==> src/rtl/extirq_pkg.sv <==
// Package: shared types for the external interrupt conditioner.
// Assumes: edge mode bit 0 enables rising detection, bit 1 enables falling.
package extirq_pkg;
    typedef enum logic [1:0] {
        EDGE_OFF  = 2'b00,
        EDGE_RISE = 2'b01,
        EDGE_FALL = 2'b10,
        EDGE_BOTH = 2'b11
    } edge_mode_e;
endpackage

==> src/rtl/extirq_filt.sv <==
// Module: agreement filter. The output takes a new level only after
// FILT_LEN consecutive clock samples of the input agree on it.
// Assumes: input is already synchronous to clk; FILT_LEN >= 2.
module extirq_filt #(
    parameter int FILT_LEN = 3
) (
    input  logic clk,
    input  logic rst_n,
    input  logic d,
    output logic q
);
    localparam int HW = FILT_LEN - 1;

    logic [HW-1:0] hist;
    logic          all_hi;
    logic          all_lo;

    // Detect unanimous windows of the current input plus history.
    always_comb begin
        all_hi = &{hist, d};
        all_lo = ~|{hist, d};
    end

    // Shift the history and update the output on agreement.
    always_ff @(posedge clk) begin
        if (!rst_n) begin
            hist <= '0;
            q    <= 1'b0;
        end else begin
            hist <= (hist << 1) | HW'(d);
            if (all_hi)      q <= 1'b1;
            else if (all_lo) q <= 1'b0;
        end
    end

    // The output may only move to the level the input held beforehand.
    p_filt_agree_r7: assert property (@(posedge clk) disable iff (!rst_n)
        !$stable(q) |-> ($past(d) == q));
endmodule

==> src/rtl/extirq_samp.sv <==
// Module: low-rate two-phase sampler. On each tick the input is sampled;
// the output changes only when two consecutive tick samples agree.
// Assumes: tick is a one-cycle enable; ld forces the output to follow d.
module extirq_samp (
    input  logic clk,
    input  logic rst_n,
    input  logic ld,
    input  logic tick,
    input  logic d,
    output logic q
);
    logic last;

    // Sample on ticks, accept on two-phase agreement, track during load.
    always_ff @(posedge clk) begin
        if (!rst_n) begin
            last <= 1'b0;
            q    <= 1'b0;
        end else if (ld) begin
            last <= d;
            q    <= d;
        end else if (tick) begin
            last <= d;
            if (d == last) q <= d;
        end
    end

    // Outside a load, the output moves only on a tick.
    p_samp_tick_r8: assert property (@(posedge clk) disable iff (!rst_n)
        (!$stable(q) && !$past(ld)) |-> $past(tick));
endmodule

==> src/rtl/extirq_edge.sv <==
// Module: edge detector producing one-cycle request pulses.
// Assumes: cond is synchronous; ld reloads the reference and blocks requests.
module extirq_edge
    import extirq_pkg::*;
(
    input  logic       clk,
    input  logic       rst_n,
    input  logic       ld,
    input  edge_mode_e mode,
    input  logic       cond,
    output logic       irq
);
    logic prev;
    logic rise_en;
    logic fall_en;

    // Decode which transitions the current mode qualifies.
    always_comb begin
        rise_en = (mode == EDGE_RISE) || (mode == EDGE_BOTH);
        fall_en = (mode == EDGE_FALL) || (mode == EDGE_BOTH);
    end

    // Track the previous level and register the request pulse.
    always_ff @(posedge clk) begin
        if (!rst_n) begin
            prev <= 1'b0;
            irq  <= 1'b0;
        end else begin
            prev <= cond;
            if (ld) irq <= 1'b0;
            else    irq <= (cond & ~prev & rise_en) | (~cond & prev & fall_en);
        end
    end

    p_rise_level_r2: assert property (@(posedge clk) disable iff (!rst_n)
        (irq && $past(mode) == EDGE_RISE) |-> prev);
    p_fall_level_r3: assert property (@(posedge clk) disable iff (!rst_n)
        (irq && $past(mode) == EDGE_FALL) |-> !prev);
    p_req_on_change_r4: assert property (@(posedge clk) disable iff (!rst_n)
        irq |-> (prev != $past(prev)));
    p_off_silent_r5: assert property (@(posedge clk) disable iff (!rst_n)
        (mode == EDGE_OFF) |=> !irq);
    p_quiet_silent_r11: assert property (@(posedge clk) disable iff (!rst_n)
        ld |=> !irq);
endmodule

==> src/rtl/extirq_chan.sv <==
// Module: one conditioning channel: pin select, synchronizer, filter,
// sampler, edge detector and configuration-change quiet window.
// Assumes: configuration inputs are synchronous to clk.
module extirq_chan
    import extirq_pkg::*;
#(
    parameter int NPIN     = 16,
    parameter int FILT_LEN = 3,
    parameter int SELW     = (NPIN > 1) ? $clog2(NPIN) : 1
) (
    input  logic            clk,
    input  logic            rst_n,
    input  logic            tick,
    input  logic [NPIN-1:0] pins,
    input  logic [SELW-1:0] sel,
    input  edge_mode_e      mode,
    input  logic            filt_en,
    input  logic            samp_en,
    output logic            irq,
    output logic            trig
);
    localparam int CFGW      = SELW + 4;
    localparam int QUIET_CYC = FILT_LEN + 3;
    localparam int QW        = $clog2(QUIET_CYC + 1);

    logic [CFGW-1:0] cfg_w;
    logic [CFGW-1:0] cfg_q;
    logic            chg;
    logic [QW-1:0]   quiet_cnt;
    logic            ld;
    logic            pin_raw;
    logic [1:0]      sync_r;
    logic            filt_q;
    logic            pre_samp;
    logic            samp_q;
    logic            cond;

    // Gather the configuration and select the source pin.
    always_comb begin
        cfg_w   = {sel, mode, filt_en, samp_en};
        chg     = (cfg_w != cfg_q);
        ld      = chg || (quiet_cnt != '0);
        pin_raw = pins[sel];
    end

    // Two-flop synchronizer into the system clock domain.
    always_ff @(posedge clk) begin
        if (!rst_n) sync_r <= 2'b00;
        else        sync_r <= {sync_r[0], pin_raw};
    end

    // Remember the configuration and run the quiet window after changes.
    always_ff @(posedge clk) begin
        if (!rst_n) begin
            cfg_q     <= '0;
            quiet_cnt <= '0;
        end else begin
            cfg_q <= cfg_w;
            if (chg)                  quiet_cnt <= QW'(QUIET_CYC);
            else if (quiet_cnt != '0) quiet_cnt <= quiet_cnt - 1'b1;
        end
    end

    extirq_filt #(.FILT_LEN(FILT_LEN)) u_filt (
        .clk   (clk),
        .rst_n (rst_n),
        .d     (sync_r[1]),
        .q     (filt_q)
    );

    // Choose the request-path source ahead of the sampler.
    always_comb pre_samp = filt_en ? filt_q : sync_r[1];

    extirq_samp u_samp (
        .clk   (clk),
        .rst_n (rst_n),
        .ld    (ld),
        .tick  (tick),
        .d     (pre_samp),
        .q     (samp_q)
    );

    // Choose the conditioned value and the always-filtered trigger.
    always_comb begin
        cond = samp_en ? samp_q : pre_samp;
        trig = filt_q;
    end

    extirq_edge u_edge (
        .clk   (clk),
        .rst_n (rst_n),
        .ld    (ld),
        .mode  (mode),
        .cond  (cond),
        .irq   (irq)
    );

    p_cfg_opens_quiet_r11: assert property (@(posedge clk) disable iff (!rst_n)
        chg |=> (quiet_cnt != '0));
endmodule

==> src/rtl/extirq_cond.sv <==
// Module: top of the external interrupt conditioner; one channel per
// generate iteration, configuration sliced from flat vectors.
// Assumes: lsc_tick is a one-cycle enable synchronous to clk.
module extirq_cond
    import extirq_pkg::*;
#(
    parameter int NCH      = 8,
    parameter int NPIN     = 16,
    parameter int FILT_LEN = 3,
    parameter int SELW     = (NPIN > 1) ? $clog2(NPIN) : 1
) (
    input  logic                clk,
    input  logic                rst_n,
    input  logic                lsc_tick,
    input  logic [NPIN-1:0]     pins,
    input  logic [NCH*SELW-1:0] cfg_sel,
    input  logic [NCH*2-1:0]    cfg_mode,
    input  logic [NCH-1:0]      cfg_filt,
    input  logic [NCH-1:0]      cfg_samp,
    output logic [NCH-1:0]      irq,
    output logic [NCH-1:0]      trig
);
    for (genvar c = 0; c < NCH; c++) begin : g_ch
        extirq_chan #(
            .NPIN     (NPIN),
            .FILT_LEN (FILT_LEN),
            .SELW     (SELW)
        ) u_chan (
            .clk     (clk),
            .rst_n   (rst_n),
            .tick    (lsc_tick),
            .pins    (pins),
            .sel     (cfg_sel[c*SELW +: SELW]),
            .mode    (edge_mode_e'(cfg_mode[c*2 +: 2])),
            .filt_en (cfg_filt[c]),
            .samp_en (cfg_samp[c]),
            .irq     (irq[c]),
            .trig    (trig[c])
        );
    end
endmodule

==> config.mk <==
export PLATFORM = sky130hd
export DESIGN_NAME = extirq_cond
export DESIGN_NICKNAME = d
export VERILOG_FILES = /design/src/rtl/extirq_pkg.sv /design/src/rtl/extirq_filt.sv /design/src/rtl/extirq_samp.sv /design/src/rtl/extirq_edge.sv /design/src/rtl/extirq_chan.sv /design/src/rtl/extirq_cond.sv
export SDC_FILE = /design/constraint.sdc
export NUM_CORES = 1
export LEC_CHECK = 0
export ABC_AREA = 1
export CAP_MARGIN = 20
export CORE_MARGIN = 3
export CORE_UTILIZATION = 40
export CTS_CLUSTER_DIAMETER = 120
export CTS_CLUSTER_SIZE = 12
export DETAILED_ROUTE_END_ITERATION = 8
export SKIP_CTS_REPAIR_TIMING = 1
export SYNTH_ARGS = -nofsm -noshare
export SYNTH_HDL_FRONTEND = slang
export SYNTH_SLANG_ARGS = --single-unit
==> constraint.sdc <==
create_clock -name clk -period 1.42 [get_ports clk]
set_input_delay 0.142 -clock clk [delete_from_list [all_inputs] [get_ports clk]]
set_output_delay 0.142 -clock clk [all_outputs]
set_load 0.01 [all_outputs]
Word level (Yosys, flattened, before mapping)
Index checks and enable logic that the tools add are counted.
{"block": "word_totals", "word_cells": 409, "regBits": 160}
{"block": "classes", "addsub": 8, "bitwise": 65, "muxes": 104, "n_eq_ne": 48, "n_lt_le_gt_ge": 8, "reduce_logical": 96}
{"cell": "two-way mux 1 bit", "n": 80}
{"cell": "inequality test 8 bit", "n": 8}
{"cell": "two-way mux 3 bit", "n": 16}
{"cell": "nonzero test 2 bit", "n": 24}
{"cell": "less-than comparator 4 x 5 -> 1 bit, second input constant", "n": 8}
{"cell": "bitwise AND 1 bit", "n": 32}
{"cell": "binary-select mux 1 bit (select 4 bit)", "n": 8}
{"cell": "equality test 2 bit, second input constant", "n": 16}
{"cell": "OR reduction 2 bit", "n": 16}
{"cell": "logical OR 1 bit", "n": 24}
{"cell": "AND reduction 3 bit", "n": 8}
{"cell": "nonzero test 3 bit", "n": 8}
{"cell": "OR reduction 3 bit", "n": 8}
{"cell": "subtractor 3 x 1 -> 3 bit, second input constant", "n": 8}
{"cell": "inverter 1 bit", "n": 17}
{"cell": "equality test 2 x 1 -> 1 bit, second input constant", "n": 8}
{"cell": "inequality test 2 bit, second input constant", "n": 8}
{"cell": "bitwise OR 2 x 1 -> 2 bit", "n": 8}
{"cell": "AND reduction 2 bit", "n": 8}
{"cell": "equality test 1 bit", "n": 8}
{"cell": "bitwise OR 1 bit", "n": 8}

Depth between registers and ports, before layout
Gate-level depths: netlist of the first run.
{"block": "depth", "word_depth": 6, "mapped_depth": 11}

Hierarchy
A second synthesis of the first run with hierarchy kept.
{"block": "hier_totals", "hier_cells": 1320, "area_unflattened_um2": 8808.4}
{"mod": "extirq_chan", "n_inst": 8, "area_per_inst_um2": 797.0, "seq_area_each_um2": 260.2, "cells_each": 119}
{"mod": "extirq_filt", "n_inst": 8, "area_per_inst_um2": 110.1, "seq_area_each_um2": 60.1, "cells_each": 16}
{"mod": "extirq_samp", "n_inst": 8, "area_per_inst_um2": 108.9, "seq_area_each_um2": 40.0, "cells_each": 17}
{"mod": "extirq_edge", "n_inst": 8, "area_per_inst_um2": 85.1, "seq_area_each_um2": 40.0, "cells_each": 13}

Least setup slack after synthesis of the first run
Ideal clock, no wire load.
{"block": "synth_timing", "kind": "register -> register", "start": "register g_ch[4].u_chan.quiet_cnt[0]", "end": "register g_ch[4].u_chan.quiet_cnt[2]", "stages_incl_launch_ff": 8, "path_slack_ns": 0.252, "required_time_ns": 1.305, "arrival_ns": 1.052, "path_buffers": 1, "synth_period_minus_slack_ns": 1.168, "path_cell_list": "dfxtp_1 nor2_1 ha_1 buf_2 nor2_1 a21oi_1 o21ai_0 inv_1"}
{"block": "synth_between", "elab_chain_cells": 3, "elab_cells_between_ends": 5, "classes_between": "add/sub: 1; mux: 2; reduce/logical: 2"}
{"item": "start, declared", "line": "extirq_chan.sv:29", "rtl": "logic [QW-1:0] quiet_cnt;"}
{"item": "start signal, assigned", "line": "extirq_chan.sv:59", "rtl": "if (chg) quiet_cnt <= QW'(QUIET_CYC);"}
{"item": "start signal, assigned", "line": "extirq_chan.sv:60", "rtl": "else if (quiet_cnt != '0) quiet_cnt <= quiet_cnt - 1'b1;"}
{"item": "subtractor 3 x 1 -> 3 bit", "line": "extirq_chan.sv:60"}
{"item": "two-way mux 3 bit", "line": "extirq_chan.sv:60"}
{"item": "two-way mux 3 bit", "line": "extirq_chan.sv:59"}
Several ways; a longest one is shown, not always the timed one. The select of a mux whose other input is x is not followed.
A chain may end at the register's enable or synchronous reset.

Worst setup path in the final report of the first run
{"block": "layout_timing", "start": "register g_ch[6].u_chan.cfg_q[5]", "end": "register g_ch[6].u_chan.quiet_cnt[2]"}
{"block": "layout_between", "elab_chain_cells": 2, "elab_cells_between_ends": 3, "classes_between": "eq/ne: 1; mux: 1; reduce/logical: 1"}
{"item": "start, declared", "line": "extirq_chan.sv:27", "rtl": "logic [CFGW-1:0] cfg_q;"}
{"item": "start signal, assigned", "line": "extirq_chan.sv:58", "rtl": "cfg_q <= cfg_w;"}
{"item": "inequality test 8 bit (*)", "line": "extirq_chan.sv:41", "rtl": "chg = (cfg_w != cfg_q);"}
{"item": "two-way mux 3 bit / nonzero test 2 bit (equally long branches)"}
{"item": "end signal, assigned", "line": "extirq_chan.sv:59"}
{"item": "end signal, assigned", "line": "extirq_chan.sv:60"}
{"item": "end, declared", "line": "extirq_chan.sv:29"}
Mark *: on every way between the ends. The rest lies on a longest branch, timed or not.

==> run_results.csv, run 1 <==
group,metric,value,unit
placed_design,dp_hpwl,16.1,mm
worst_setup_path,rr_startpoint,"g_ch[6].u_chan.cfg_q[5]",
drt,wl_per_cell,11.1,um
worst_setup_path,regToRegEndpoint,"g_ch[6].u_chan.quiet_cnt[2]",
timing,period_needed,1.32,ns
clock_tree,htreeDepth,4,
timing,hold_slack,0.0528,ns
worst_setup_path,reg2reg_slack,0.10,ns
timing,tightest_slew,0.415,ns
clock_tree,root_buffer,"clkbuf_16",
worst_setup_path,rr_worst_depth,11,
worst_setup_path,critPathLaunch,"g_ch[6].u_chan.cfg_q[5]",
worst_setup_path,slowest_stage,"dfxtp_2",
logic_synthesis,synth-edff-count,0,
job,maxCapViolations,0,
logic_synthesis,synth_cells,1470,
logic_synthesis,synth_cell_type_count,30,
logic_synthesis,ys_seq_area_share,35.1,%
worst_setup_path,worstPathMaxFanout,8,
worst_setup_path,crit_path_max_incr_delay,0.33,ns
layout,layout_common_cells,"410 x nand2_1, 288 x inv_1, 158 x dfxtp_1",
floorplan,die_area,0.0246,mm^2
timing,finalMaxSlewViolations,0,
timing,slew-limit-headroom,72.3,%
worst_setup_path,path_cells,"inv_2 -> nand2_2 -> nand2_2 -> nor2_2 -> buf_4 -> nand2_4 -> nor2_4 -> buf_4 -> nand2_1 -> nand2_1 -> inv_1",
timing,hold_violations,0,
timing,max_freq,0.760,GHz
layout,drive_gt1_share,15.6,%
global_routing,grt_antenna_before_repair,0,
power_and_ir_drop,max-vdd-ir-drop,720,uV
power_and_ir_drop,power,10900,uW
global_routing,grt-ovfl-total,0,
drt,drcViolationCount,0,
floorplan,start_util,41.3,%
logic_synthesis,synthArstFlopShare,0,%
timing,fin_ws,0.104,ns
global_routing,grt_pass1_wl,36.6,mm
worst_setup_path,crit_end,"g_ch[6].u_chan.quiet_cnt[2]",
global_routing,grt_max_degree,40,
global_routing,grt_use_total,18.2,%
worst_setup_path,worst-path-stages,11,
timing,period_share,92.7,%
clock_tree,cts_buffers,17,
drt,drt-total-wl,21.8,mm
clock_tree,cts_tree,"yes",
worst_setup_path,critPathCaptureType,"flop",
hold_path,holdCritStartpoint,"rst_n",
layout,fillerInstances,2137,
worst_setup_path,crit_buf_inv,4,
clock_tree,path_clk_slew,0.06,ns
drt,detail_route.vias_per_cell,4.53,
worst_setup_path,cp.arrival,1.64,ns
worst_setup_path,critical_path.startpoint_type,"flop",
floorplan,die_h,157,um
timing,setup_tns,0,ns
clock_tree,clock_sinks,160,
floorplan,core.rowCount,54,
global_routing,first_global_vias,7906,
drt,first_iter_violations,519,
clock_tree,clock_path_buffers,2,
layout,num_antenna_cells,0,
layout,syn2layout_area_growth,29.4,%
logic_synthesis,ys_ff_latch,160,
placed_design,pre_cts_slack,-0.271,ns
worst_setup_path,cp.required,1.75,ns
worst_setup_path,timing_worst_setup_path_type,"flop to flop",
worst_setup_path,critPathTopFamily,"simple AND/OR/NAND/NOR gates",
hold_path,hp-class,"input pin to flop",
drt,vias,8852,
floorplan,io_pins,99,
drt,drt_pass1_iterations,5,
timing,setup_violations,0,
logic_synthesis,ys.flop_type,"dfxtp_1",
timing,rsz0062_at_grt,"yes",
timing,finalClockSkew,0.00818,ns
logic_synthesis,synth_fp_nets,1569,
layout,layout_commonest_cell,"nand2_1",
clock_tree,worstSkewPairLatency,0.43,ns
layout,layout.nets,1762,
power_and_ir_drop,power_density,926,mW/mm^2
placed_design,routabilityCongestion,0.810,
placed_design,portBuffers,98,
outcome,status,"finished clean",
logic_synthesis,avgSynthCellArea,6.20,um^2
floorplan,die_w,157,um
logic_synthesis,synth_warnings,0,
floorplan,core_area,0.0221,mm^2
logic_synthesis,synth_area,0.00912,mm^2
layout,postLayoutCoreUtil,53.4,%
power_and_ir_drop,leakage,0.00648,uW
drt,antenna_left,0,
worst register-to-register path, delay by kind of cell, from the launching register on:
family                 cells  cell delay (ns)
flip-flops                 1             0.33
buffers and inverters      4             0.33
AND/OR/NAND/NOR            7             0.53
metal layers:
metal	track usage [%]	vias up	routed length (um)
met4	5.38	0	310
met3	4.07	20	1150
met1	25.3	3837	10700
li1	-	4833	-
met5	0	-	0
met2	28.5	162	9640
cell families (layout without fill, tap and decap cells):
logic type | Yosys count | count (layout) | share of synthesized area [%]
DFF | 160 | 160 | 35.1
buffers and inverters | 401 | 606 | 18.4
and+or+nand+nor | 684 | 684 | 31.6
xor gates and xnor gates | 7 | 7 | 0.672
adders and majority gates | 16 | 16 | 2.20
AOI/OAI and AO/OA | 202 | 202 | 12.0
worst min-delay path by stage:
stage	cells after the start	slack [ns]	to
global placement	2	0.39	g_ch[1].u_chan.sync_r[1]
floorplan	2	0.24	g_ch[0].u_chan.cfg_q[0]
global route	3	0.06	g_ch[0].u_chan.u_samp.last
detailed placement	2	0.40	g_ch[1].u_chan.sync_r[1]
CTS	3	0.03	g_ch[0].u_chan.u_filt.hist[1]
finish	3	0.05	g_ch[0].u_chan.u_filt.hist[1]
cells in the mapped netlist, types with 4 or more instances:
cell	n	area, um^2
nand2_2	16	100
nand2_1	414	1550
buf_4	28	210
buf_1	5	18.8
ha_1	16	200
nand4_1	24	150
nor2_2	5	31.3
o21ai_1	6	30.0
xnor2_1	6	52.6
clkbuf_1	13	48.8
nand3_1	96	480
clkinv_1	4	15.0
dfxtp_1	160	3200
a22oi_1	6	45.0
o211ai_1	22	165
nor2_4	8	90.1
inv_2	37	139
buf_6	4	45.0
inv_1	290	1090
a21oi_1	88	440
nor2_1	111	417
o21ai_0	76	380
buf_2	19	95.1
or2_1	6	37.5
final cells by class:
cell class | count | area, um^2 | area share [%]
flip-flops and latches | 160 | 3210 | 27.2
repair buffers | 244 | 2180 | 18.5
multi-input cells | 909 | 4300 | 36.4
inverters | 331 | 1240 | 10.5
clock buffers | 22 | 464 | 3.94
well taps | 280 | 350 | 2.97
clock inverters | 9 | 61.3 | 0.520
metrics by stage:
| step | std cells | instance area, um^2 |
|---|---|---|
| 2_1_floorplan | 1470 | 9120 |
| 5_1_grt | 1955 | 11800 |
| 3_5_place_dp | 1922 | 11200 |
| 3_3_place_gp | 1922 | 11200 |
| 4_1_cts | 1953 | 11700 |
| 6_report | 1955 | 11800 |
report_power, final:
group          leakage, uW  internal [uW]  switching, uW  total [uW]
logic              0.00491            905           1040        1940
registers          0.00132           4690            105        4800
clock network     0.000244           2310           1870        4180
registers in the layout, summed over array words and instances, names as in the netlist:
name                     cells
g_ch.u_chan.u_edge.irq       8
g_ch.u_chan.sync_r          16
g_ch.u_chan.u_samp.q         8
g_ch.u_chan.u_filt.q         8
g_ch.u_chan.cfg_q           64
g_ch.u_chan.u_samp.last      8
g_ch.u_chan.quiet_cnt       24
g_ch.u_chan.u_edge.prev      8
g_ch.u_chan.u_filt.hist     16
Note: power is estimated with default switching activity, not from simulation.
==> run 2: changes to the inputs <==
CORE_MARGIN = 2   (was 3)
==> run 2 against run 1 <==
Net effect: sequential power is essentially flat; core utilization down 1.3 points; wire length shrank 0.91%; critical path depth shrank 6; non-clock buffer count fell by 13; critical endpoint is now g_ch[5].u_chan.quiet_cnt[0]; largest cell class unchanged; largest power group unchanged.
==> run_results.csv, run 2 (same netlist as run 1, synthesis figures left out) <==
group,metric,value,unit
clock_tree,path_clk_slew,0.07,ns
layout,layout.nets,1749,
layout,syn2layout_area_growth,28.6,%
drt,drcViolationCount,0,
clock_tree,cts_tree,"yes",
outcome,status,"finished clean",
floorplan,core_area,0.0225,mm^2
drt,route.met2.wl,9.62,mm
floorplan,io_pins,99,
power_and_ir_drop,leakage,0.00642,uW
timing,finalClockSkew,0.0102,ns
drt,drt_pass1_iterations,5,
drt,wl_met1,10.8,mm
drt,antenna_left,0,
clock_tree,clock_sinks,160,
drt,route.met3.wl,951,um
global_routing,grt-ovfl-total,0,
worst_setup_path,critPathTopFamily,"adder cells",
clock_tree,clock_path_buffers,2,
clock_tree,cts_buffers,17,
floorplan,core.rowCount,55,
worst_setup_path,cp.required,1.79,ns
power_and_ir_drop,power_density,938,mW/mm^2
placed_design,routabilityCongestion,0.848,
layout,largest_reg_flops,64,
drt,drt-total-wl,21.6,mm
timing,hold_violations,0,
floorplan,die_h,155,um
timing,finalMaxSlewViolations,0,
worst_setup_path,timing_worst_setup_path_type,"flop to flop",
worst_setup_path,path_cells,"nor2_1 -> ha_1 -> inv_1 -> a21oi_1 -> o211a_1",
drt,vias,8799,
layout,layout_commonest_cell,"nand2_1",
global_routing,grt_pass1_wl,36.0,mm
global_routing,first_global_vias,7821,
layout,layout_common_cells,"414 x nand2_1, 290 x inv_1, 159 x dfxtp_1",
floorplan,die_area,0.0240,mm^2
worst_setup_path,cp.arrival,1.66,ns
drt,wl_per_cell,11.1,um
drt,detail_route.vias_per_cell,4.52,
worst_setup_path,slowest_stage,"ha_1",
global_routing,grt_use_total,18.4,%
clock_tree,htreeDepth,4,
power_and_ir_drop,max-vdd-ir-drop,629,uV
worst_setup_path,critical_path.startpoint_type,"flop",
timing,hold_slack,0.188,ns
worst_setup_path,crit_buf_inv,1,
global_routing,grt_antenna_before_repair,0,
floorplan,start_util,40.5,%
layout,drive_gt1_share,14.3,%
floorplan,die_w,155,um
worst_setup_path,crit_path_max_incr_delay,0.36,ns
job,maxCapViolations,0,
drt,top_layer,"met4",
layout,num_antenna_cells,0,
worst_setup_path,critPathCaptureType,"flop",
timing,setup_violations,0,
power_and_ir_drop,power,11000,uW
layout,top_register,"g_ch.u_chan.cfg_q",
timing,period_share,91.3,%
layout,reg_top3,"g_ch.u_chan.cfg_q x64, g_ch.u_chan.quiet_cnt x24",
timing,slew-limit-headroom,74.2,%
timing,max_freq,0.772,GHz
drt,first_iter_violations,451,
timing,period_needed,1.30,ns
global_routing,grt_max_degree,43,
clock_tree,worstSkewPairLatency,0.42,ns
hold_path,hp-class,"input pin to flop",
clock_tree,root_buffer,"clkbuf_16",
placed_design,dp_hpwl,16.2,mm
worst_setup_path,worstPathMaxFanout,9,
timing,tightest_slew,0.387,ns
placed_design,portBuffers,98,
## run 2: per-stage QoR
stage                     setup TNS, ns  utilization [%]  cells  instance area (um^2)  setup slack, ns
final                                 0             52.1   1946                 11700            0.124
after global routing          -0.000256             52.1   1946                 11700        -0.000256
after CTS                        -0.561             51.7   1946                 11600           -0.143
after detailed placement          -8.07             49.3   1916                 11100           -0.361
after global placement            -6.98             49.3   1916                 11100           -0.298
after floorplan                       0                -   1470                  9120            0.252
## run 2: metal layers
metal  global-route usage [%]  up-vias
met2                     29.0      147
met3                     4.12       17
met5                        0        -
met4                     4.81        0
met1                     25.4     3825
li1                         -     4810
## run 2: worst register-to-register path, cell delays in order (launching register included)
cell and delay [ns]:
dfxtp_1 0.32, nor2_1 0.15, ha_1 0.36, inv_1 0.12, a21oi_1 0.14, o211a_1 0.15
## run 2: worst paths after layout
check	endpoint	slack (ns)	start	cells after the start
max	g_ch[5].u_chan.quiet_cnt[0]	0.12	g_ch[5].u_chan.quiet_cnt[1]	5
min reg2reg	g_ch[7].u_chan.sync_r[1]	0.41	g_ch[7].u_chan.sync_r[0]	2
max reg2reg	g_ch[5].u_chan.quiet_cnt[0]	0.12	g_ch[5].u_chan.quiet_cnt[1]	5
min	g_ch[0].u_chan.cfg_q[3]	0.19	rst_n	4
## run 2: layout make-up
class	instances	area, um^2
fillers	2265	10800
multi-input cells	909	4300
flip-flops and latches	160	3200
repair buffers	231	2090
inverters	331	1240
clock buffers	21	450
well taps	285	357
clock inverters	9	86.3
## run 2: where the power goes
group	internal, uW	switching, uW	leakage [uW]
clock network	2440	1830	0.000247
registers	4690	105	0.00132
logic	889	1040	0.00485
total	8020	2980	0.00642
==> run 3: changes to the inputs <==
CORE_MARGIN = default   (was 2)
==> run 3 against run 2 <==
Net effect: global-route usage up 0.59 points; clock skew up 0.0010 ns; hold slack worse by 0.15 ns; die area down 2.6%; final area up 0.77%; critical path depth up 6; core utilization up 1.4 points; fmax down 0.71%; critical endpoint is now g_ch[6].u_chan.u_samp.q; highest routed layer is now met5.
==> run_results.csv, run 3 (same netlist as run 1, synthesis figures left out) <==
group,metric,value,unit
floorplan,die_w,153,um
layout,layout_common_cells,"413 x nand2_1, 289 x inv_1, 156 x dfxtp_1",
worst_setup_path,critPathCaptureType,"flop",
worst_setup_path,rr_worst_depth,11,
placed_design,portBuffers,98,
timing,setup_tns,0,ns
worst_setup_path,rr_startpoint,"g_ch[6].u_chan.cfg_q[5]",
drt,antenna_left,0,
worst_setup_path,timing_worst_setup_path_type,"flop to flop",
clock_tree,root_buffer,"clkbuf_16",
timing,rsz0062_at_grt,"yes",
floorplan,io_pins,99,
floorplan,core.rowCount,54,
outcome,status,"finished clean",
timing,period_needed,1.31,ns
worst_setup_path,cp.required,1.79,ns
clock_tree,htreeDepth,4,
power_and_ir_drop,leakage,0.00647,uW
drt,detail_route.vias_per_cell,4.54,
hold_path,hp-class,"input pin to flop",
worst_setup_path,regToRegEndpoint,"g_ch[6].u_chan.u_samp.q",
worst_setup_path,worstPathMaxFanout,8,
timing,max_freq,0.766,GHz
timing,hold_violations,0,
drt,vias,8798,
clock_tree,path_clk_slew,0.07,ns
floorplan,core_area,0.0221,mm^2
timing,slew-limit-headroom,71.3,%
global_routing,grt_pass1_wl,35.8,mm
drt,first_iter_violations,452,
worst_setup_path,reg2reg_slack,0.11,ns
layout,reg_top3,"g_ch.u_chan.cfg_q x64, g_ch.u_chan.quiet_cnt x24",
floorplan,die_area,0.0234,mm^2
timing,finalMaxSlewViolations,0,
drt,drcViolationCount,0,
placed_design,placed_cell_area,0.0111,mm^2
drt,drt-total-wl,21.6,mm
timing,setup_violations,0,
placed_design,place_inst,1905,
layout,drive_gt1_share,14.7,%
global_routing,grt_use_total,19.0,%
layout,layout_commonest_cell,"nand2_1",
global_routing,first_global_vias,7685,
job,maxCapViolations,0,
placed_design,dp_hpwl,15.7,mm
layout,fin_area,0.0118,mm^2
power_and_ir_drop,max-vdd-ir-drop,741,uV
worst_setup_path,crit_end,"g_ch[6].u_chan.u_samp.q",
layout,layout.nets,1743,
drt,drt_pass1_iterations,4,
drt,wl_per_cell,11.1,um
placed_design,routabilityCongestion,0.838,
timing,tightest_slew,0.430,ns
layout,syn2layout_area_growth,29.6,%
global_routing,grt-ovfl-total,0,
global_routing,grt_max_degree,47,
layout,num_antenna_cells,0,
timing,period_share,91.9,%
clock_tree,clock_sinks,160,
timing,finalClockSkew,0.0112,ns
floorplan,die_h,153,um
global_routing,grt_antenna_before_repair,1,
layout,top_register,"g_ch.u_chan.cfg_q",
worst_setup_path,cp.arrival,1.68,ns
clock_tree,worstSkewPairLatency,0.43,ns
layout,largest_reg_flops,64,
floorplan,start_util,41.3,%
clock_tree,cts_buffers,17,
clock_tree,clock_path_buffers,2,
worst_setup_path,critPathLaunch,"g_ch[6].u_chan.cfg_q[5]",
clock_tree,cts_tree,"yes",
power_and_ir_drop,power_density,1010,mW/mm^2
layout,fin_cells,1937,
worst_setup_path,critical_path.startpoint_type,"flop",
==> run 3: cell count changes in the layout (fill, tap and decap cells not counted), sizes merged <==
| cell | delta |
|---|---|
| clkinv | +1 |
| clkinvlp | -3 |
| clkbuf | -1 |
| buf | -6 |
| inv | +1 |
| bufinv | +4 |
==> run 3: worst min-delay path by stage <==
stage                        startpoint                        to  slack (ns)  depth (start not counted)
2_1_floorplan               cfg_samp[0]   g_ch[0].u_chan.cfg_q[0]        0.24                          2
3_5_place_dp   g_ch[1].u_chan.sync_r[0]  g_ch[1].u_chan.sync_r[1]        0.40                          2
6_report                          rst_n  g_ch[2].u_chan.sync_r[1]        0.04                          3
4_1_cts                           rst_n  g_ch[2].u_chan.sync_r[1]        0.02                          3
5_1_grt                           rst_n  g_ch[2].u_chan.sync_r[1]        0.03                          3
3_3_place_gp   g_ch[2].u_chan.sync_r[0]  g_ch[2].u_chan.sync_r[1]        0.40                          2
==> run 3: critical path: stages, from the launching register on <==
cell and delay, ns:
dfxtp_2 0.33, inv_2 0.03, nand2_1 0.05, nand2_1 0.06, nor2_1 0.10, buf_4 0.13, nand2_4 0.05, nor2_4 0.21
nand3_2 0.09, nand2_1 0.06, inv_1 0.04, nor2_2 0.09
==> run 3: metrics by stage <==
step           util (%)  setup WS (ns)  hold slack [ns]  power [uW]
2_1_floorplan         -          0.252            0.235        5980
3_3_place_gp       50.0         -0.260            0.402        6760
3_5_place_dp       50.0         -0.289            0.402        6800
4_1_cts            53.0         -0.129           0.0179       12000
5_1_grt            53.5       -0.00210           0.0299       12500
6_report           53.5          0.115           0.0351       11900
==> run 3: cell type report <==
type                    instances  area [um^2]
repair buffers                225         2060
clock inverters                12          205
clock buffers                  20          457
flip-flops and latches        160         3210
well taps                     280          350
multi-input cells             909         4300
inverters                     331         1240
fillers                      2164        10300
==> run 3: where the power goes <==
group	switching [uW]	total, uW	internal, uW
clock	1960	5190	3230
sequential	107	4800	4690
combinational	1030	1920	882
total	3100	11900	8810
==> run 3: metal layers <==
layer | global-route usage, % | up-vias | share of wire (%)
met5 | 0 | - | 0.060
met4 | 6.20 | 2 | 0.95
met3 | 3.63 | 17 | 4.2
met2 | 30.5 | 142 | 45
met1 | 25.4 | 3845 | 50
li1 | - | 4792 | -
